**src/rtl/hht_pkg.sv**
```systemverilog
package hht_pkg;
   typedef enum logic [1:0] {
      OP_START   = 2'd0,
      OP_STOP    = 2'd1,
      OP_SETTIME = 2'd2,
      OP_REFER   = 2'd3
   } hht_op_e;
endpackage

```
**src/rtl/hht_cmd_port.sv**
```systemverilog
module hht_cmd_port
   import hht_pkg::*;
#(
   parameter int IDX_W = 3,
   parameter int CNT_W = 8
) (
   input  logic             clk_i,
   input  logic             rst_ni,
   input  logic             valid_i,
   input  logic [1:0]       op_i,
   input  logic [IDX_W-1:0] idx_i,
   input  logic [CNT_W-1:0] data_i,
   output logic             busy_o,
   output logic             done_o,
   output logic             exec_o,
   output hht_op_e          op_o,
   output logic [IDX_W-1:0] idx_o,
   output logic [CNT_W-1:0] data_o
);
   logic             busy_q, done_q;
   hht_op_e          op_q;
   logic [IDX_W-1:0] idx_q;
   logic [CNT_W-1:0] data_q;
   logic             take_w;

   assign take_w = valid_i && !busy_q;

   always_ff @(posedge clk_i) begin
      if (!rst_ni) begin
         busy_q <= 1'b0;
         done_q <= 1'b0;
         op_q   <= OP_START;
         idx_q  <= '0;
         data_q <= '0;
      end else begin
         done_q <= busy_q;
         if (busy_q) begin
            busy_q <= 1'b0;
         end else if (take_w) begin
            busy_q <= 1'b1;
            op_q   <= hht_op_e'(op_i);
            idx_q  <= idx_i;
            data_q <= data_i;
         end
      end
   end

   assign busy_o = busy_q;
   assign done_o = done_q;
   assign exec_o = busy_q;
   assign op_o   = op_q;
   assign idx_o  = idx_q;
   assign data_o = data_q;


   accept_chk: assert property (@(posedge clk_i) disable iff (!rst_ni)
      take_w |=> busy_q);

   busy_once_chk: assert property (@(posedge clk_i) disable iff (!rst_ni)
      busy_q |=> (!busy_q && done_q));
endmodule

```
**src/rtl/hht_timer_slot.sv**
```systemverilog
module hht_timer_slot
   import hht_pkg::*;
#(
   parameter int CNT_W  = 8,
   parameter bit CYCLIC = 1'b0
) (
   input  logic             clk_i,
   input  logic             rst_ni,
   input  logic             sel_i,
   input  hht_op_e          op_i,
   input  logic [CNT_W-1:0] data_i,
   input  logic             ack_i,
   output logic             active_o,
   output logic [CNT_W-1:0] count_o,
   output logic             pend_o
);
   logic             active_q, pend_q;
   logic [CNT_W-1:0] count_q;
   logic [CNT_W-1:0] reload_w;
   logic             keep_w;
   logic             override_w, fire_w;

   assign override_w = sel_i && (op_i == OP_START || op_i == OP_STOP);
   assign fire_w     = active_q && (count_q <= CNT_W'(1)) && !override_w;

   generate
      if (CYCLIC) begin : g_cyc
         logic [CNT_W-1:0] period_q;
         always_ff @(posedge clk_i) begin
            if (!rst_ni)                              period_q <= '0;
            else if (sel_i && op_i == OP_SETTIME)     period_q <= data_i;
         end
         assign reload_w = period_q;
         assign keep_w   = 1'b1;

         reload_chk: assert property (@(posedge clk_i) disable iff (!rst_ni)
            fire_w |=> (active_q && count_q == $past(period_q)));
      end else begin : g_alm
         assign reload_w = '0;
         assign keep_w   = 1'b0;

         oneshot_chk: assert property (@(posedge clk_i) disable iff (!rst_ni)
            fire_w |=> (!active_q && count_q == '0));
      end
   endgenerate

   always_ff @(posedge clk_i) begin
      if (!rst_ni) begin
         active_q <= 1'b0;
         count_q  <= '0;
         pend_q   <= 1'b0;
      end else begin
         if (sel_i && op_i == OP_START) begin
            active_q <= 1'b1;
            count_q  <= data_i;
         end else if (sel_i && op_i == OP_STOP) begin
            active_q <= 1'b0;
         end else if (fire_w) begin
            active_q <= keep_w;
            count_q  <= reload_w;
         end else if (active_q) begin
            count_q  <= count_q - CNT_W'(1);
         end
         if (fire_w)     pend_q <= 1'b1;
         else if (ack_i) pend_q <= 1'b0;
      end
   end

   assign active_o = active_q;
   assign count_o  = count_q;
   assign pend_o   = pend_q;


   pend_set_chk: assert property (@(posedge clk_i) disable iff (!rst_ni)
      fire_w |=> pend_q);

   ack_clr_chk: assert property (@(posedge clk_i) disable iff (!rst_ni)
      (ack_i && !fire_w) |=> !pend_q);

   restart_chk: assert property (@(posedge clk_i) disable iff (!rst_ni)
      (sel_i && op_i == OP_START) |=> (active_q && count_q == $past(data_i)));
endmodule

```
**src/rtl/hht_irq_slot.sv**
```systemverilog
module hht_irq_slot
   import hht_pkg::*;
(
   input  logic    clk_i,
   input  logic    rst_ni,
   input  logic    sel_i,
   input  hht_op_e op_i,
   input  logic    ack_i,
   input  logic    irq_i,
   output logic    en_o,
   output logic    pend_o
);
   logic irq_q, en_q, pend_q;

   always_ff @(posedge clk_i) begin
      if (!rst_ni) begin
         irq_q  <= 1'b0;
         en_q   <= 1'b0;
         pend_q <= 1'b0;
      end else begin
         irq_q <= irq_i;
         if (sel_i && op_i == OP_START)     en_q <= 1'b1;
         else if (sel_i && op_i == OP_STOP) en_q <= 1'b0;
         if (en_q && irq_q) pend_q <= 1'b1;
         else if (ack_i)    pend_q <= 1'b0;
      end
   end

   assign en_o   = en_q;
   assign pend_o = pend_q;


   irq_lat_chk: assert property (@(posedge clk_i) disable iff (!rst_ni)
      (en_q && irq_q) |=> pend_q);

   irq_mask_chk: assert property (@(posedge clk_i) disable iff (!rst_ni)
      (!en_q && !pend_q) |=> !pend_q);
endmodule

```
**src/rtl/hht_unit.sv**
```systemverilog
module hht_unit
   import hht_pkg::*;
#(
   parameter int N_ALM = 2,
   parameter int N_CYC = 2,
   parameter int N_IRQ = 2,
   parameter int CNT_W = 8,
   localparam int N_H   = N_ALM + N_CYC + N_IRQ,
   localparam int IDX_W = (N_H > 1) ? $clog2(N_H) : 1
) (
   input  logic             clk_i,
   input  logic             rst_ni,
   input  logic             cmd_valid_i,
   input  logic [1:0]       cmd_op_i,
   input  logic [IDX_W-1:0] cmd_idx_i,
   input  logic [CNT_W-1:0] cmd_data_i,
   output logic             cmd_busy_o,
   output logic             cmd_done_o,
   output logic [CNT_W-1:0] rd_count_o,
   output logic             rd_active_o,
   output logic             rd_pend_o,
   input  logic [N_IRQ-1:0] irq_i,
   input  logic [N_H-1:0]   ack_i,
   output logic [N_H-1:0]   act_o
);
   localparam int IRQ_BASE = N_ALM + N_CYC;

   generate
      if (N_ALM < 0 || N_CYC < 0 || N_IRQ < 1 || CNT_W < 2) begin : g_bad_cfg
         $error("hht_unit: slot counts or counter width out of range");
      end
   endgenerate

   logic             exec_w;
   hht_op_e          e_op;
   logic [IDX_W-1:0] e_idx;
   logic [CNT_W-1:0] e_data;
   logic [N_H-1:0]   h_active, h_pend;
   logic [CNT_W-1:0] h_count [N_H];
   logic [CNT_W-1:0] rd_count_q;
   logic             rd_active_q, rd_pend_q;

   hht_cmd_port #(.IDX_W(IDX_W), .CNT_W(CNT_W)) u_cmd (
      .clk_i   (clk_i),
      .rst_ni  (rst_ni),
      .valid_i (cmd_valid_i),
      .op_i    (cmd_op_i),
      .idx_i   (cmd_idx_i),
      .data_i  (cmd_data_i),
      .busy_o  (cmd_busy_o),
      .done_o  (cmd_done_o),
      .exec_o  (exec_w),
      .op_o    (e_op),
      .idx_o   (e_idx),
      .data_o  (e_data)
   );

   generate
      for (genvar k = 0; k < N_ALM + N_CYC; k++) begin : g_tmr
         hht_timer_slot #(.CNT_W(CNT_W), .CYCLIC(k >= N_ALM)) u_slot (
            .clk_i    (clk_i),
            .rst_ni   (rst_ni),
            .sel_i    (exec_w && (e_idx == IDX_W'(k))),
            .op_i     (e_op),
            .data_i   (e_data),
            .ack_i    (ack_i[k]),
            .active_o (h_active[k]),
            .count_o  (h_count[k]),
            .pend_o   (h_pend[k])
         );
      end
      for (genvar j = 0; j < N_IRQ; j++) begin : g_irq
         hht_irq_slot u_slot (
            .clk_i  (clk_i),
            .rst_ni (rst_ni),
            .sel_i  (exec_w && (e_idx == IDX_W'(IRQ_BASE + j))),
            .op_i   (e_op),
            .ack_i  (ack_i[IRQ_BASE+j]),
            .irq_i  (irq_i[j]),
            .en_o   (h_active[IRQ_BASE+j]),
            .pend_o (h_pend[IRQ_BASE+j])
         );
         assign h_count[IRQ_BASE+j] = '0;
      end
   endgenerate

   always_ff @(posedge clk_i) begin
      if (!rst_ni) begin
         rd_count_q  <= '0;
         rd_active_q <= 1'b0;
         rd_pend_q   <= 1'b0;
      end else if (exec_w && e_op == OP_REFER) begin
         if (int'(e_idx) < N_H) begin
            rd_count_q  <= h_count[e_idx];
            rd_active_q <= h_active[e_idx];
            rd_pend_q   <= h_pend[e_idx];
         end else begin
            rd_count_q  <= '0;
            rd_active_q <= 1'b0;
            rd_pend_q   <= 1'b0;
         end
      end
   end

   assign act_o       = h_pend;
   assign rd_count_o  = rd_count_q;
   assign rd_active_o = rd_active_q;
   assign rd_pend_o   = rd_pend_q;


   bad_idx_chk: assert property (@(posedge clk_i) disable iff (!rst_ni)
      (exec_w && e_op == OP_REFER && int'(e_idx) >= N_H) |=>
      (rd_count_q == '0 && !rd_active_q && !rd_pend_q));

   rd_hold_chk: assert property (@(posedge clk_i) disable iff (!rst_ni)
      !(exec_w && e_op == OP_REFER) |=> $stable(rd_count_q));
endmodule

```
**config.mk**
```make
export PLATFORM = sky130hd
export DESIGN_NAME = hht_unit
export DESIGN_NICKNAME = d
export VERILOG_FILES = /design/src/rtl/hht_pkg.sv /design/src/rtl/hht_cmd_port.sv /design/src/rtl/hht_timer_slot.sv /design/src/rtl/hht_irq_slot.sv /design/src/rtl/hht_unit.sv
export SDC_FILE = /design/constraint.sdc
export NUM_CORES = 1
export LEC_CHECK = 0
export ABC_CLOCK_PERIOD_IN_PS = 1800
export BUFFER_PORTS_ARGS = -buffer_cell sky130_fd_sc_hd__buf_2
export CAP_MARGIN = 10
export CORE_ASPECT_RATIO = 0.9
export CORE_UTILIZATION = 54
export CTS_CLUSTER_DIAMETER = 120
export DETAILED_ROUTE_END_ITERATION = 16
export PLACE_DENSITY = 0.84
export SYNTH_ARGS = -nofsm -noshare
export SYNTH_HDL_FRONTEND = slang
export SYNTH_SLANG_ARGS = --single-unit
```
**constraint.sdc**
```tcl
create_clock -name clk_i -period 1.8 [get_ports clk_i]
set_input_delay 0.18 -clock clk_i [delete_from_list [all_inputs] [get_ports clk_i]]
set_output_delay 0.18 -clock clk_i [all_outputs]
set_load 0.02 [all_outputs]
```
==> insert_results.sql <==
INSERT INTO impl_metrics (metric_group, metric, value, unit) VALUES
('worst_setup_path', 'r2r.worst_path.cells', '5', ''),
('synth', 'synth_cell_types', '60', ''),
('clocking', 'cts-buffers-inserted', '9', ''),
('worst_setup_path', 'critical_path.max_stage_delay', '0.56', 'ns'),
('power', 'worst_voltage_drop_across_the_vdd_grid', '0.511', 'mV'),
('run_status', 'run_status', 'complete, no violations', ''),
('worst_setup_path', 'crit_chain', 'or4_4, nor4_4, nor2_1, and3_1, o21a_1', ''),
('synth', 'post_synthesis_net_count', '571', ''),
('floorplan', 'fp.dieH', '89.0', 'um'),
('floorplan', 'total_core_area', '0.00811', 'mm^2'),
('sta', 'count_of_final_max_slew_check_failures', '0', ''),
('route', 'avgRoutedWirePerCell', '17.7', 'um'),
('global_routing', 'antenna_found_initial', '0', ''),
('worst_setup_path', 'worst_path_dominant_cell_family', 'simple AND/OR/NAND/NOR gates', ''),
('sta', 'finalCriticalPeriod', '1.74', 'ns'),
('clocking', 'worstSkewPairLatency', '0.36', 'ns'),
('worst_setup_path', 'start_kind', 'flop', ''),
('global_routing', 'global_route.overflow_total', '0', ''),
('floorplan', 'fp.dieW', '98.6', 'um'),
('sta', 'timing.max_slew.rel_slack', '64.1', '%'),
('clocking', 'cts.root.buffer_cell', 'clkbuf_8', ''),
('synth', 'synth_edf_count', '0', ''),
('worst_setup_path', 'reg_to_reg_startpoint', 'g_tmr[0].u_slot.count_o[2]$_SDFFE_PN0P_', ''),
('cells_and_area', 'diodes', '0', ''),
('worst_setup_path', 'critPathRequiredTime', '2.06', 'ns'),
('sta', 'grt_setup_unrepaired', 'false', ''),
('floorplan', 'ios', '42', ''),
('clocking', 'reg_clk_slew_reported_paths', '0.09', 'ns'),
('cells_and_area', 'fillerInstances', '637', ''),
('worst_setup_path', 'setup.worst_path.end_class', 'flop', ''),
('floorplan', 'floorplan.rows', '31', ''),
('synth', 'syn_std_cell_area', '0.00454', 'mm^2'),
('global_routing', 'wire_length_of_the_first_global_routing_pass', '20.6', 'mm'),
('synth', 'synthesis.area_per_instance', '8.42', 'um^2'),
('synth', 'yosys_most_used_dff', 'dfxtp_1', ''),
('cells_and_area', 'layout-area-overhead-vs-synth', '18.8', '%'),
('clocking', 'cts.hold.buffers_added', '0', ''),
('sta', 'worstMarginPinSlew', '0.538', 'ns'),
('place', 'portBuffers', '41', ''),
('route', 'vias_per_cell', '6.14', ''),
('sta', 'finalHoldWorstSlack', '0.0242', 'ns'),
('sta', 'final_critical_path_setup_slack', '0.0607', 'ns'),
('worst_setup_path', 'path_class', 'reg -> reg', ''),
('global_routing', 'vias_in_the_first_global_route', '4186', ''),
('power', 'cellPowerDensity', '746', 'mW/mm^2'),
('worst_setup_path', 'cp-startpoint', 'g_tmr[0].u_slot.count_o[2]$_SDFFE_PN0P_', ''),
('sta', 'timing.final.crit_share', '96.6', '%'),
('worst_setup_path', 'crit_path_max_fanout', '4', ''),
('route', 'drt_first_pass_iters', '5', ''),
('route', 'drt-total-wl', '12.6', 'mm'),
('place', 'gpl.final_weighted_congestion', '0.959', ''),
('global_routing', 'grt_usage', '30.4', '%'),
('worst_setup_path', 'crit_cells', '5', ''),
('synth', 'synth_seq_cells', '87', ''),
('clocking', 'cts_max_level', '3', ''),
('route', 'detailroute.via_count', '4368', ''),
('worst_setup_path', 'critical-path-slowest-cell', 'or4_4', ''),
('hold_path', 'min-delay-start', 'irq_i[0]', ''),
('run', 'number_of_violations_of_the_max_capacitance_limit', '0', ''),
('synth', 'syn_inst', '539', ''),
('sta', 'max_clock_freq', '575', 'MHz'),
('synth', 'synth_seq_area_share', '38.4', '%'),
('clocking', 'ctsLongestPathBuffers', '2', ''),
('worst_setup_path', 'path_buf_inv', '0', ''),
('synth', 'asyncSetResetFlopFracSynth', '0', '%'),
('clocking', 'tritoncts', 'built', ''),
('hold_path', 'worst_hold_path_type', 'in -> reg', ''),
('sta', 'final-hold-violation-count', '0', ''),
('floorplan', 'floorplan.initialDensity', '56.0', '%'),
('place', 'post-place-ws', '-0.0278', 'ns'),
('clocking', 'total_clock_sinks', '87', '');
[worst reg2reg max path, stage by stage (launching register included)]
cell	delay, ns
dfxtp_1	0.32
or4_4	0.56
nor4_4	0.25
nor2_1	0.12
and3_1	0.21
o21a_1	0.17
[state kept, by name, summed over array words and instances (netlist names)]
register                     cells
g_tmr.u_slot.count_o            32
rd_active_o                      1
u_cmd.op_o                       2
u_cmd.idx_o                      3
u_cmd.data_o                     8
g_tmr.u_slot.active_o            4
g_tmr.u_slot.pend_o              4
rd_count_o                       8
g_irq.u_slot.en_o                2
g_tmr.u_slot.g_cyc.period_q     16
u_cmd.busy_o                     1
u_cmd.done_o                     1
g_irq.u_slot.pend_o              2
g_irq.u_slot.irq_q               2
rd_pend_o                        1
[report_power, final]
part           internal, uW  switching, uW  leakage, uW
logic                   194            238      0.00143
registers              1960           61.6     0.000706
clock network           865            702     0.000118
total                  3020           1000      0.00226
[per-layer routing]
| metal | track usage [%] | share of wire (%) | vias to the layer above |
|---|---|---|---|
| met3 | 6.57 | 8.8 | 34 |
| met1 | 37.8 | 42 | 2054 |
| met2 | 51.9 | 46 | 228 |
| met5 | 0 | 0 | - |
| met4 | 13.3 | 3.0 | 0 |
| li1 | - | - | 2052 |
[through the flow]
stage / total power [uW] / util, % / area [um^2] / setup TNS, ns / cells
after CTS: 4010 / 65.4 / 5300 / 0 / 707
after detailed placement: 2470 / 62.5 / 5070 / -0.0278 / 691
after floorplan: 2310 / - / 4570 / -0.163 / 539
after global routing: 4150 / 66.5 / 5390 / 0 / 711
after global placement: 2460 / 62.5 / 5070 / 0 / 691
final: 4020 / 66.5 / 5390 / 0 / 711
[layout by cell type (no fill, tap or decap), types with 5 or more instances in the layout]
master     n
dfxtp_1   83
nor2_1    69
nand2_1   66
buf_4     49
buf_2     41
a21oi_1   36
mux2i_1   21
nand3_1   21
inv_1     19
a31oi_1   19
o21ai_0   18
nor3_1    14
o211ai_1  11
mux4_2    10
nand2b_1   9
clkbuf_8   9
a22oi_1    8
xnor2_1    7
ha_1       6
o21a_1     5
[what timing repair did]
action	in CTS	in global routing
gates resized for setup	1	16
setup endpoints to repair	4	21
pin swaps	0	3
hold endpoints to repair	0	0
buffers inserted	0	4
[synth_stat cells (8+ instances only)]
master,number,area share [%]
dfxtp_1,87,38
nand2b_1,9,1.2
a21oi_1,36,4.0
ha_1,8,2.2
o211ai_1,11,1.8
a22oi_1,8,1.3
nand2_1,66,5.5
buf_2,10,1.1
mux4_2,10,5.0
mux2i_1,21,4.6
clkbuf_1,16,1.3
nand3_1,21,2.3
nor2_1,70,5.8
nor3_1,15,1.7
a31oi_1,19,2.6
o21ai_0,20,2.2
inv_1,20,1.7
[cell type report]
type / instances / area [um^2] / share of cell area (%)
clock inverters: 5 / 78.8 / 1.46
well taps: 99 / 124 / 2.30
repair buffers: 93 / 624 / 11.6
clock buffers: 11 / 153 / 2.83
flip-flops and latches: 87 / 1750 / 32.5
inverters: 20 / 75.1 / 1.39
multi-input cells: 396 / 2590 / 48.0
[worst paths after layout]
kind,to,slack [ns]
hold / removal,g_irq[0].u_slot.irq_q$_SDFF_PN0_,0.02
setup reg to reg,g_tmr[0].u_slot.count_o[4]$_SDFFE_PN0P_,0.06
hold reg to reg,g_irq[0].u_slot.pend_o$_SDFFE_PN0P_,0.45
setup / recovery,g_tmr[0].u_slot.count_o[4]$_SDFFE_PN0P_,0.06
[cells by family after synthesis]
logic type               after synthesis  share of synthesized area [%]
AO/OA/AOI/OAI                        125                           18.2
XOR/XNOR                               7                           1.35
adder cells (fa/ha/maj)                8                           2.21
buffers and inverters                 56                           5.98
flip-flops                            87                           38.4
multiplexers                          33                           10.1
AND/OR/NAND/NOR                      223                           23.8
Power figures use the tool's default switching activity.
